[src/rtl/rs_pkg.sv]
package rs_pkg;
   localparam int NCLS = 3;

   typedef enum logic [1:0] {
      CLS_ADD  = 2'd0,
      CLS_MUL  = 2'd1,
      CLS_LOAD = 2'd2,
      CLS_NONE = 2'd3
   } exec_cls_e;
endpackage

[src/rtl/rs_regstat.sv]
module rs_regstat #(
   parameter int NREG   = 8,
   parameter int TAG_W  = 4,
   parameter int DATA_W = 16,
   parameter int IDX_W  = $clog2(NREG)
) (
   input  logic              clk,
   input  logic              rst_n,
   input  logic [IDX_W-1:0]  rd_a_idx,
   input  logic [IDX_W-1:0]  rd_b_idx,
   output logic [TAG_W-1:0]  rd_a_q,
   output logic [DATA_W-1:0] rd_a_v,
   output logic [TAG_W-1:0]  rd_b_q,
   output logic [DATA_W-1:0] rd_b_v,
   input  logic              ren_en,
   input  logic [IDX_W-1:0]  ren_idx,
   input  logic [TAG_W-1:0]  ren_tag,
   input  logic              cdb_valid,
   input  logic [TAG_W-1:0]  cdb_tag,
   input  logic [DATA_W-1:0] cdb_value
);
   if (NREG != (1 << IDX_W)) begin : g_bad_nreg
      $error("rs_regstat: NREG must be a power of two");
   end

   logic [TAG_W-1:0]  q_r [NREG];
   logic [DATA_W-1:0] v_r [NREG];

   // reads see a result broadcast in the same cycle
   always_comb begin
      rd_a_q = q_r[rd_a_idx];
      rd_a_v = v_r[rd_a_idx];
      if (cdb_valid && rd_a_q != '0 && rd_a_q == cdb_tag) begin
         rd_a_q = '0;
         rd_a_v = cdb_value;
      end
      rd_b_q = q_r[rd_b_idx];
      rd_b_v = v_r[rd_b_idx];
      if (cdb_valid && rd_b_q != '0 && rd_b_q == cdb_tag) begin
         rd_b_q = '0;
         rd_b_v = cdb_value;
      end
   end

   always_ff @(posedge clk) begin
      for (int i = 0; i < NREG; i++) begin
         if (!rst_n) begin
            q_r[i] <= '0;
            v_r[i] <= '0;
         end else begin
            if (cdb_valid && q_r[i] != '0 && q_r[i] == cdb_tag) begin
               q_r[i] <= '0;
               v_r[i] <= cdb_value;
            end
            if (ren_en && ren_idx == IDX_W'(i))
               q_r[i] <= ren_tag;
         end
      end
   end

   for (genvar g = 0; g < NREG; g++) begin : g_chk
      p_rename_r5: assert property (@(posedge clk) disable iff (!rst_n)
         ren_en && ren_idx == IDX_W'(g) |=> q_r[g] == $past(ren_tag));
      p_capture_r6: assert property (@(posedge clk) disable iff (!rst_n)
         cdb_valid && q_r[g] != '0 && q_r[g] == cdb_tag &&
         !(ren_en && ren_idx == IDX_W'(g))
         |=> q_r[g] == '0 && v_r[g] == $past(cdb_value));
   end
endmodule

[src/rtl/rs_bank.sv]
module rs_bank #(
   parameter int DEPTH    = 3,
   parameter int TAG_W    = 4,
   parameter int DATA_W   = 16,
   parameter int OP_W     = 3,
   parameter int TAG_BASE = 1
) (
   input  logic              clk,
   input  logic              rst_n,
   input  logic              alloc_en,
   input  logic [OP_W-1:0]   alloc_op,
   input  logic [TAG_W-1:0]  alloc_qj,
   input  logic [DATA_W-1:0] alloc_vj,
   input  logic [TAG_W-1:0]  alloc_qk,
   input  logic [DATA_W-1:0] alloc_vk,
   output logic              has_free,
   output logic [TAG_W-1:0]  free_tag,
   input  logic              cdb_valid,
   input  logic [TAG_W-1:0]  cdb_tag,
   input  logic [DATA_W-1:0] cdb_value,
   input  logic              iss_ready,
   output logic              iss_valid,
   output logic [TAG_W-1:0]  iss_tag,
   output logic [OP_W-1:0]   iss_op,
   output logic [DATA_W-1:0] iss_vj,
   output logic [DATA_W-1:0] iss_vk
);
   localparam int IDX_W = (DEPTH > 1) ? $clog2(DEPTH) : 1;

   if (DEPTH < 1) begin : g_bad_depth
      $error("rs_bank: DEPTH must be at least one");
   end
   if (TAG_BASE + DEPTH > (1 << TAG_W)) begin : g_bad_tag
      $error("rs_bank: tags do not fit in TAG_W");
   end

   logic [DEPTH-1:0]  busy_r, exec_r, rdy;
   logic [OP_W-1:0]   op_r [DEPTH];
   logic [TAG_W-1:0]  qj_r [DEPTH];
   logic [TAG_W-1:0]  qk_r [DEPTH];
   logic [DATA_W-1:0] vj_r [DEPTH];
   logic [DATA_W-1:0] vk_r [DEPTH];
   logic [IDX_W-1:0]  free_idx, sel_idx;
   logic              iss_fire;

   function automatic logic [TAG_W-1:0] ent_tag(input int i);
      return TAG_W'(TAG_BASE + i);
   endfunction

   // lowest free entry
   always_comb begin
      has_free = 1'b0;
      free_idx = '0;
      for (int i = DEPTH - 1; i >= 0; i--) begin
         if (!busy_r[i]) begin
            has_free = 1'b1;
            free_idx = IDX_W'(i);
         end
      end
      free_tag = ent_tag(int'(free_idx));
   end

   // lowest ready entry
   always_comb begin
      iss_valid = 1'b0;
      sel_idx   = '0;
      for (int i = DEPTH - 1; i >= 0; i--) begin
         rdy[i] = busy_r[i] && !exec_r[i] && qj_r[i] == '0 && qk_r[i] == '0;
         if (rdy[i]) begin
            iss_valid = 1'b1;
            sel_idx   = IDX_W'(i);
         end
      end
      iss_tag  = ent_tag(int'(sel_idx));
      iss_op   = op_r[sel_idx];
      iss_vj   = vj_r[sel_idx];
      iss_vk   = vk_r[sel_idx];
      iss_fire = iss_valid && iss_ready;
   end

   always_ff @(posedge clk) begin
      for (int i = 0; i < DEPTH; i++) begin
         if (!rst_n) begin
            busy_r[i] <= 1'b0;
            exec_r[i] <= 1'b0;
            op_r[i]   <= '0;
            qj_r[i]   <= '0;
            qk_r[i]   <= '0;
            vj_r[i]   <= '0;
            vk_r[i]   <= '0;
         end else begin
            if (busy_r[i] && cdb_valid && cdb_tag == ent_tag(i)) begin
               busy_r[i] <= 1'b0;
               exec_r[i] <= 1'b0;
            end else if (iss_fire && sel_idx == IDX_W'(i)) begin
               exec_r[i] <= 1'b1;
            end
            if (busy_r[i] && cdb_valid && qj_r[i] != '0 && qj_r[i] == cdb_tag) begin
               qj_r[i] <= '0;
               vj_r[i] <= cdb_value;
            end
            if (busy_r[i] && cdb_valid && qk_r[i] != '0 && qk_r[i] == cdb_tag) begin
               qk_r[i] <= '0;
               vk_r[i] <= cdb_value;
            end
            if (alloc_en && free_idx == IDX_W'(i)) begin
               busy_r[i] <= 1'b1;
               exec_r[i] <= 1'b0;
               op_r[i]   <= alloc_op;
               qj_r[i]   <= alloc_qj;
               vj_r[i]   <= alloc_vj;
               qk_r[i]   <= alloc_qk;
               vk_r[i]   <= alloc_vk;
            end
         end
      end
   end

   p_alloc_room_r2: assert property (@(posedge clk) disable iff (!rst_n)
      alloc_en |-> has_free);

   for (genvar g = 0; g < DEPTH; g++) begin : g_chk
      p_free_on_bcast_r8: assert property (@(posedge clk) disable iff (!rst_n)
         busy_r[g] && cdb_valid && cdb_tag == TAG_W'(TAG_BASE + g) |=> !busy_r[g]);
      p_issue_marks_r7: assert property (@(posedge clk) disable iff (!rst_n)
         iss_fire && sel_idx == IDX_W'(g) &&
         !(cdb_valid && cdb_tag == TAG_W'(TAG_BASE + g)) |=> exec_r[g]);
      p_exec_has_ops_r7: assert property (@(posedge clk) disable iff (!rst_n)
         exec_r[g] |-> busy_r[g] && qj_r[g] == '0 && qk_r[g] == '0);
   end
endmodule

[src/rtl/rs_sched.sv]
module rs_sched import rs_pkg::*; #(
   parameter int DATA_W       = 16,
   parameter int OP_W         = 3,
   parameter int TAG_W        = 4,
   parameter int NREG         = 8,
   parameter int N_ADD        = 3,
   parameter int N_MUL        = 2,
   parameter int N_LOAD       = 3,
   parameter bit LOAD_ONE_SRC = 1'b1,
   parameter int REG_W        = $clog2(NREG)
) (
   input  logic                         clk,
   input  logic                         rst_n,
   input  logic                         disp_valid,
   input  logic [1:0]                   disp_cls,
   input  logic [OP_W-1:0]              disp_op,
   input  logic [REG_W-1:0]             disp_src_a,
   input  logic [REG_W-1:0]             disp_src_b,
   input  logic                         disp_dst_en,
   input  logic [REG_W-1:0]             disp_dst,
   output logic                         disp_ready,
   input  logic                         cdb_valid,
   input  logic [TAG_W-1:0]             cdb_tag,
   input  logic [DATA_W-1:0]            cdb_value,
   input  logic [NCLS-1:0]              iss_ready,
   output logic [NCLS-1:0]              iss_valid,
   output logic [NCLS-1:0][TAG_W-1:0]   iss_tag,
   output logic [NCLS-1:0][OP_W-1:0]    iss_op,
   output logic [NCLS-1:0][DATA_W-1:0]  iss_vj,
   output logic [NCLS-1:0][DATA_W-1:0]  iss_vk
);
   localparam int N_TOTAL = N_ADD + N_MUL + N_LOAD;

   if (N_TOTAL > (1 << TAG_W) - 1) begin : g_bad_tags
      $error("rs_sched: station count exceeds tag space");
   end
   if (N_ADD < 1 || N_MUL < 1 || N_LOAD < 1) begin : g_bad_cnt
      $error("rs_sched: every class needs a station");
   end

   logic [NCLS-1:0]            has_free;
   logic [NCLS-1:0][TAG_W-1:0] free_tag;
   logic [TAG_W-1:0]           alloc_tag;
   logic                       disp_fire;
   logic [TAG_W-1:0]           a_q, b_q;
   logic [DATA_W-1:0]          a_v, b_v;

   always_comb begin
      disp_ready = 1'b0;
      alloc_tag  = '0;
      for (int c = 0; c < NCLS; c++) begin
         if (disp_cls == 2'(c)) begin
            disp_ready = has_free[c];
            alloc_tag  = free_tag[c];
         end
      end
      disp_fire = disp_valid && disp_ready;
   end

   rs_regstat #(
      .NREG(NREG), .TAG_W(TAG_W), .DATA_W(DATA_W), .IDX_W(REG_W)
   ) i_regstat (
      .clk       (clk),
      .rst_n     (rst_n),
      .rd_a_idx  (disp_src_a),
      .rd_b_idx  (disp_src_b),
      .rd_a_q    (a_q),
      .rd_a_v    (a_v),
      .rd_b_q    (b_q),
      .rd_b_v    (b_v),
      .ren_en    (disp_fire && disp_dst_en),
      .ren_idx   (disp_dst),
      .ren_tag   (alloc_tag),
      .cdb_valid (cdb_valid),
      .cdb_tag   (cdb_tag),
      .cdb_value (cdb_value)
   );

   for (genvar c = 0; c < NCLS; c++) begin : g_cls
      localparam int DEP  = (c == 0) ? N_ADD : (c == 1) ? N_MUL : N_LOAD;
      localparam int BASE = 1 + ((c >= 1) ? N_ADD : 0) + ((c >= 2) ? N_MUL : 0);
      logic [TAG_W-1:0]  in_qk;
      logic [DATA_W-1:0] in_vk;

      if (c == int'(CLS_LOAD) && LOAD_ONE_SRC) begin : g_one_src
         assign in_qk = '0;
         assign in_vk = '0;
      end else begin : g_two_src
         assign in_qk = b_q;
         assign in_vk = b_v;
      end

      rs_bank #(
         .DEPTH(DEP), .TAG_W(TAG_W), .DATA_W(DATA_W), .OP_W(OP_W), .TAG_BASE(BASE)
      ) i_bank (
         .clk       (clk),
         .rst_n     (rst_n),
         .alloc_en  (disp_fire && disp_cls == 2'(c)),
         .alloc_op  (disp_op),
         .alloc_qj  (a_q),
         .alloc_vj  (a_v),
         .alloc_qk  (in_qk),
         .alloc_vk  (in_vk),
         .has_free  (has_free[c]),
         .free_tag  (free_tag[c]),
         .cdb_valid (cdb_valid),
         .cdb_tag   (cdb_tag),
         .cdb_value (cdb_value),
         .iss_ready (iss_ready[c]),
         .iss_valid (iss_valid[c]),
         .iss_tag   (iss_tag[c]),
         .iss_op    (iss_op[c]),
         .iss_vj    (iss_vj[c]),
         .iss_vk    (iss_vk[c])
      );
   end

   p_no_cls3_r2: assert property (@(posedge clk) disable iff (!rst_n)
      disp_cls == CLS_NONE |-> !disp_ready);
endmodule

[config.mk]
export PLATFORM = sky130hd
export DESIGN_NAME = rs_sched
export DESIGN_NICKNAME = d
export VERILOG_FILES = /design/src/rtl/rs_pkg.sv /design/src/rtl/rs_regstat.sv /design/src/rtl/rs_bank.sv /design/src/rtl/rs_sched.sv
export SDC_FILE = /design/constraint.sdc
export NUM_CORES = 1
export LEC_CHECK = 0
export BUFFER_PORTS_ARGS = -buffer_cell sky130_fd_sc_hd__buf_4
export CAP_MARGIN = 25
export CORE_UTILIZATION = 40
export DETAILED_ROUTE_END_ITERATION = 10
export SYNTH_ARGS = -nofsm -noshare
export SYNTH_HDL_FRONTEND = slang
export SYNTH_SLANG_ARGS = --single-unit
[constraint.sdc]
create_clock -name clk -period 6.85 [get_ports clk]
set_input_delay 0.3425 -clock clk [delete_from_list [all_inputs] [get_ports clk]]
set_output_delay 0.3425 -clock clk [all_outputs]
set_load 0.02 [all_outputs]
Yosys cells after proc, flatten, opt, wreduce, memory -nomap -nowiden

Memory sizes are Yosys's and may differ from the RTL's.
Cells that the tools add are included.

Output and inout port bits: 121
Word-level logic and storage cells: 645
RAM bits: 492
Bits in registers: 16
Bits of input ports: 42
Memories kept: 16

Equality and inequality tests: 51
Bitwise logic cells: 93
Add/sub/neg operators: 6
Reductions and logical operators: 196
Mux-type cells: 267

Memory list:

| memory               | words | width | read ports | clocked after memory_dff | write ports | line             | RTL |
|---|---|---|---|---|---|---|---|
| i_regstat.v_r        | 8     | 16    | 2          | 0                        | 8           | rs_regstat.sv:27 | `logic [DATA_W-1:0] v_r [NREG];` |
| g_cls[0].i_bank.vj_r | 3     | 16    | 1          | 0                        | 3           | rs_bank.sv:41    | `logic [DATA_W-1:0] vj_r [DEPTH];` |
| g_cls[0].i_bank.vk_r | 3     | 16    | 1          | 0                        | 3           | rs_bank.sv:42    | `logic [DATA_W-1:0] vk_r [DEPTH];` |
| g_cls[2].i_bank.vj_r | 3     | 16    | 1          | 0                        | 3           | rs_bank.sv:41    |  |
| g_cls[2].i_bank.vk_r | 3     | 16    | 1          | 0                        | 3           | rs_bank.sv:42    |  |
| g_cls[1].i_bank.vj_r | 2     | 16    | 1          | 0                        | 2           | rs_bank.sv:41    |  |
| 10 more memories     | --    | --    | --         | --                       | --          | --               |  |

Operators with widths:

| cell                      | count |
|---|---|
| $mux 16                   | 42 |
| $mux 4                    | 47 |
| $mux 1                    | 158 |
| $logic_and 1x1->1         | 124 |
| $eq 4x4->1                | 23 |
| $reduce_bool 4->1         | 23 |
| $or 1x1->1                | 90 |
| $logic_not 4->1           | 13 |
| $mux 2                    | 12 |
| $mux 3                    | 8 |
| $reduce_or 3->1           | 8 |
| $eq 4x3->1 const B        | 4 |
| $reduce_bool 2->1         | 8 |
| $eq 3x3->1 const B        | 4 |
| $eq 4x4->1 const A        | 3 |
| $logic_not 4->1 const A   | 3 |
| $reduce_bool 4->1 const A | 3 |
| $eq 2x1->1 const B        | 5 |
| $eq 2x2->1 const B        | 5 |
| $logic_not 2->1           | 5 |
| $add 3x1->4 const A       | 2 |
| $add 3x2->4 const A       | 2 |
| $eq 4x2->1 const B        | 2 |
| $logic_not 1->1           | 8 |
| 7 further kinds           | 11 |

Logic depth before layout (Yosys ltp)

Word-level depth: 13
Gate-level depth with buffers: 10

Hierarchy

From an unflattened synthesis, not the netlist that was laid out.

Cells, all modules: 2063
Area total of the unflattened synthesis: 28142.0 um2

Modules (own cells, without submodules):

| module                     | times used | sequential area each (um2) | cells an instance | area each (um2) |
|---|---|---|---|---|
| rs_regstat                 | 1          | 4804.6                     | 662               | 9598.0 |
| rs_bank at g_cls[0].i_bank | 1          | 3993.8                     | 533               | 7011.7 |
| rs_bank at g_cls[2].i_bank | 1          | 3993.8                     | 531               | 6892.9 |
| rs_bank at g_cls[1].i_bank | 1          | 2662.6                     | 311               | 4445.5 |
| rs_sched                   | 1          | 0.0                        | 26                | 193.9 |

Worst setup path before layout

No wires, ideal clock.

Path kind: input to register
Start: in disp_src_a[0]
End: mem g_cls[2].i_bank.vj_r[0][10] (data pin)
Setup time: 272 ps
Required time: 6578 ps
Stages: 9
Arrival: 2689 ps
Path slack: 3888 ps
Cell sequence: buf_2 > mux4_2 > mux2i_2 > and3_1 > o21a_1 > buf_4 > o32ai_4 > buf_2 > o2bb2ai_1

RTL lines:

| what            | line           | RTL |
|---|---|---|
| start, declared | rs_sched.sv:17 | `input logic [REG_W-1:0] disp_src_a,` |
| end, declared   | rs_bank.sv:41  |  |

==> run metrics <==
area after detailed placement 0.0254 mm^2; Placer Congestion 0.861; Area growth syn-to-layout 13.0%; via count 16,723; Hold Path Depth 3; Placed Cells 2,703; first-pass GRT wire length 102,000 um; clk sinks 460; Crit Path Class in2reg; Setup crit start kind input port; Worst Skew 0.0249 ns; Pre-Repair DR Iteration Count 7; vias in the first global route 15,960; Remaining Overflow, GRT 0; RSZ-0062 raised after global routing no; area leader, netlist edfxtp_1; # IOs 163; Warnings, synthesis 0; critical path capture point type register; flip-flop and latch count after synthesis 460; DRC errors left 0; VDD IR max 0.161 mV; Synth top cells by count edfxtp_1, nand2_1, nor3_1; area of the multi-input gates 0.00942 mm^2; filler instances 5,311; Total Power 6.57 mW; Max Cap Viol 0; status finished, final reports clean; Hold Crit Class in2reg; DP HPWL 48,300 um; Starting Density 40.5%; hold buffers post-CTS 0; antenna cells 0; Worst Reg2Reg Path Length in Cells 6; crit share post-route 55.5%; clk_lat worst skew 0.61 ns; post_cts resized 0; DIE HEIGHT 246 um; CTS tree built; DR vias/cell 5.98; Worst Path Max Fanout 43; Wirelength per Cell 24.7 um; CP arrival 4.24 ns; share of the synthesized area in the top cell type 55.8%; # nets final 2,030; fin util 45.8%; post-route minimum period 3.80 ns; die width 246 um; die area 0.0607 mm^2; top_reg_cell synth edfxtp_1; Slew @ Worst Pin 1.02 ns; synth top area cells edfxtp_1, mux4_2, o2bb2ai_1; cell area after layout 0.0270 mm^2; Clock transition at path regs 0.07 ns; required time of the critical path 7.28 ns; Pleak 9.55 nW; max-slew violations 0; initial antenna violation count 0; dpl ws 2.50 ns; port bufs 141; Pwr Density 243 mW/mm^2; setup bufs post-CTS 0; GRT Resource Usage Total 22.4%; EDFF count, synth 444; Seq/Total Area, Yosys 57.1%; setup TNS 0 ns; CTS max path bufs 3; pin count of the biggest net entering global routing 100; Setup-failing EPs final 0; std cell rows 89; Finished Layout Cells 2,798; synthesized area 0.0239 mm^2; Yosys cell types 69; routed wire length 69,200 um; share of cells above drive strength 1 17.5%; asr flop ratio synth 0%; hold_ws 0.0625 ns; ANT nets after route 0; Synth Instances 1,919; cts bufs inserted 48; final hold vios 0; htree depth 2; Iter 0 DRT Violations 1,482; root buffer cell clkbuf_16; FMAX 263 MHz; Core Area 0.0590 mm^2; post-route setup slack 3.05 ns; Slew headroom 29.9%; Mapped Avg Cell Area 12.5 um^2; storage element area 0.0137 mm^2; most common cell in the netlist edfxtp_1
[cell type report]
class,count,share of cell area (%)
Sequential cell,460,50.5
Multi-Input combinational cell,1280,34.9
Timing Repair Buffer,173,5.04
Clock buffer,66,4.81
Tap cell,773,3.58
Clock inverter,21,0.829
Inverter,25,0.347
[cells in the final DEF, fill, tap and decap left out, drive strengths merged, types with 16 or more instances in the layout]
cell / netlist / routed
nor2: 147 / 147
edfxtp: 444 / 444
mux2i: 104 / 104
o22ai: 67 / 67
mux4: 75 / 75
nand2b: 18 / 18
dfxtp: 16 / 16
nand3: 23 / 23
a21oi: 60 / 60
nor3: 153 / 153
conb: 2 / 21
clkbuf: 91 / 66
xor2: 38 / 38
and3: 59 / 59
clkinv: 16 / 31
o21ai: 37 / 37
nand2: 185 / 185
o2bb2ai: 144 / 144
xnor2: 30 / 30
buf: 82 / 173
[critical path, stage by stage]
cell,delay [ns]
buf_4,0.64
mux4_2,0.61
mux2i_2,0.66
and3_1,0.29
o21a_1,0.82
o21ai_2,0.51
o2bb2ai_1,0.28
[routing by layer]
| layer | up-vias | wire length (um) | GRT usage (%) |
|---|---|---|---|
| met2 | 642 | 33100 | 37.0 |
| met1 | 8480 | 29900 | 30.9 |
| met5 | - | 0 | 0 |
| li1 | 7507 | - | - |
| met3 | 94 | 4570 | 3.21 |
| met4 | 0 | 1600 | 5.56 |
[flip-flops by register name (all words and copies together), names as in the netlist]
name                 cells
g_cls.i_bank.vj_r      128
g_cls.i_bank.busy_r      8
g_cls.i_bank.vk_r       80
g_cls.i_bank.exec_r      8
i_regstat.v_r          128
g_cls.i_bank.op_r       24
g_cls.i_bank.qj_r       32
i_regstat.q_r           32
g_cls.i_bank.qk_r       20
[path summary, 6_finish.rpt]
path / slack (ns) / from / to
worst max-delay path: 3.05 / disp_src_a[0] / g_cls[0].i_bank.vj_r[0][1]
worst min-delay path: 0.06 / iss_ready[1] / g_cls[1].i_bank.exec_r[1]
worst max register to register: 3.06 / i_regstat.q_r[7][2] / g_cls[0].i_bank.vj_r[0][1]
worst min register to register: 0.52 / g_cls[2].i_bank.exec_r[1] / g_cls[2].i_bank.exec_r[1]
[logic make-up after synthesis]
group                     share of synthesized area [%]
AOI/OAI and AO/OA                                  11.7
xor gates and xnor gates                           2.55
buffers and inverters                              3.92
DFF                                                57.1
muxes                                              11.6
other                                            0.0314
and+or+nand+nor                                    13.0
[report_power, final]
| group | switching (mW) | leakage, nW | internal, mW |
|---|---|---|---|
| clock network | 1.11 | 0.744 | 1.48 |
| registers | 0.0557 | 4.73 | 3.20 |
| logic | 0.493 | 4.07 | 0.220 |
| total | 1.66 | 9.55 | 4.90 |
No activity file was read; power rests on OpenSTA's default activity.
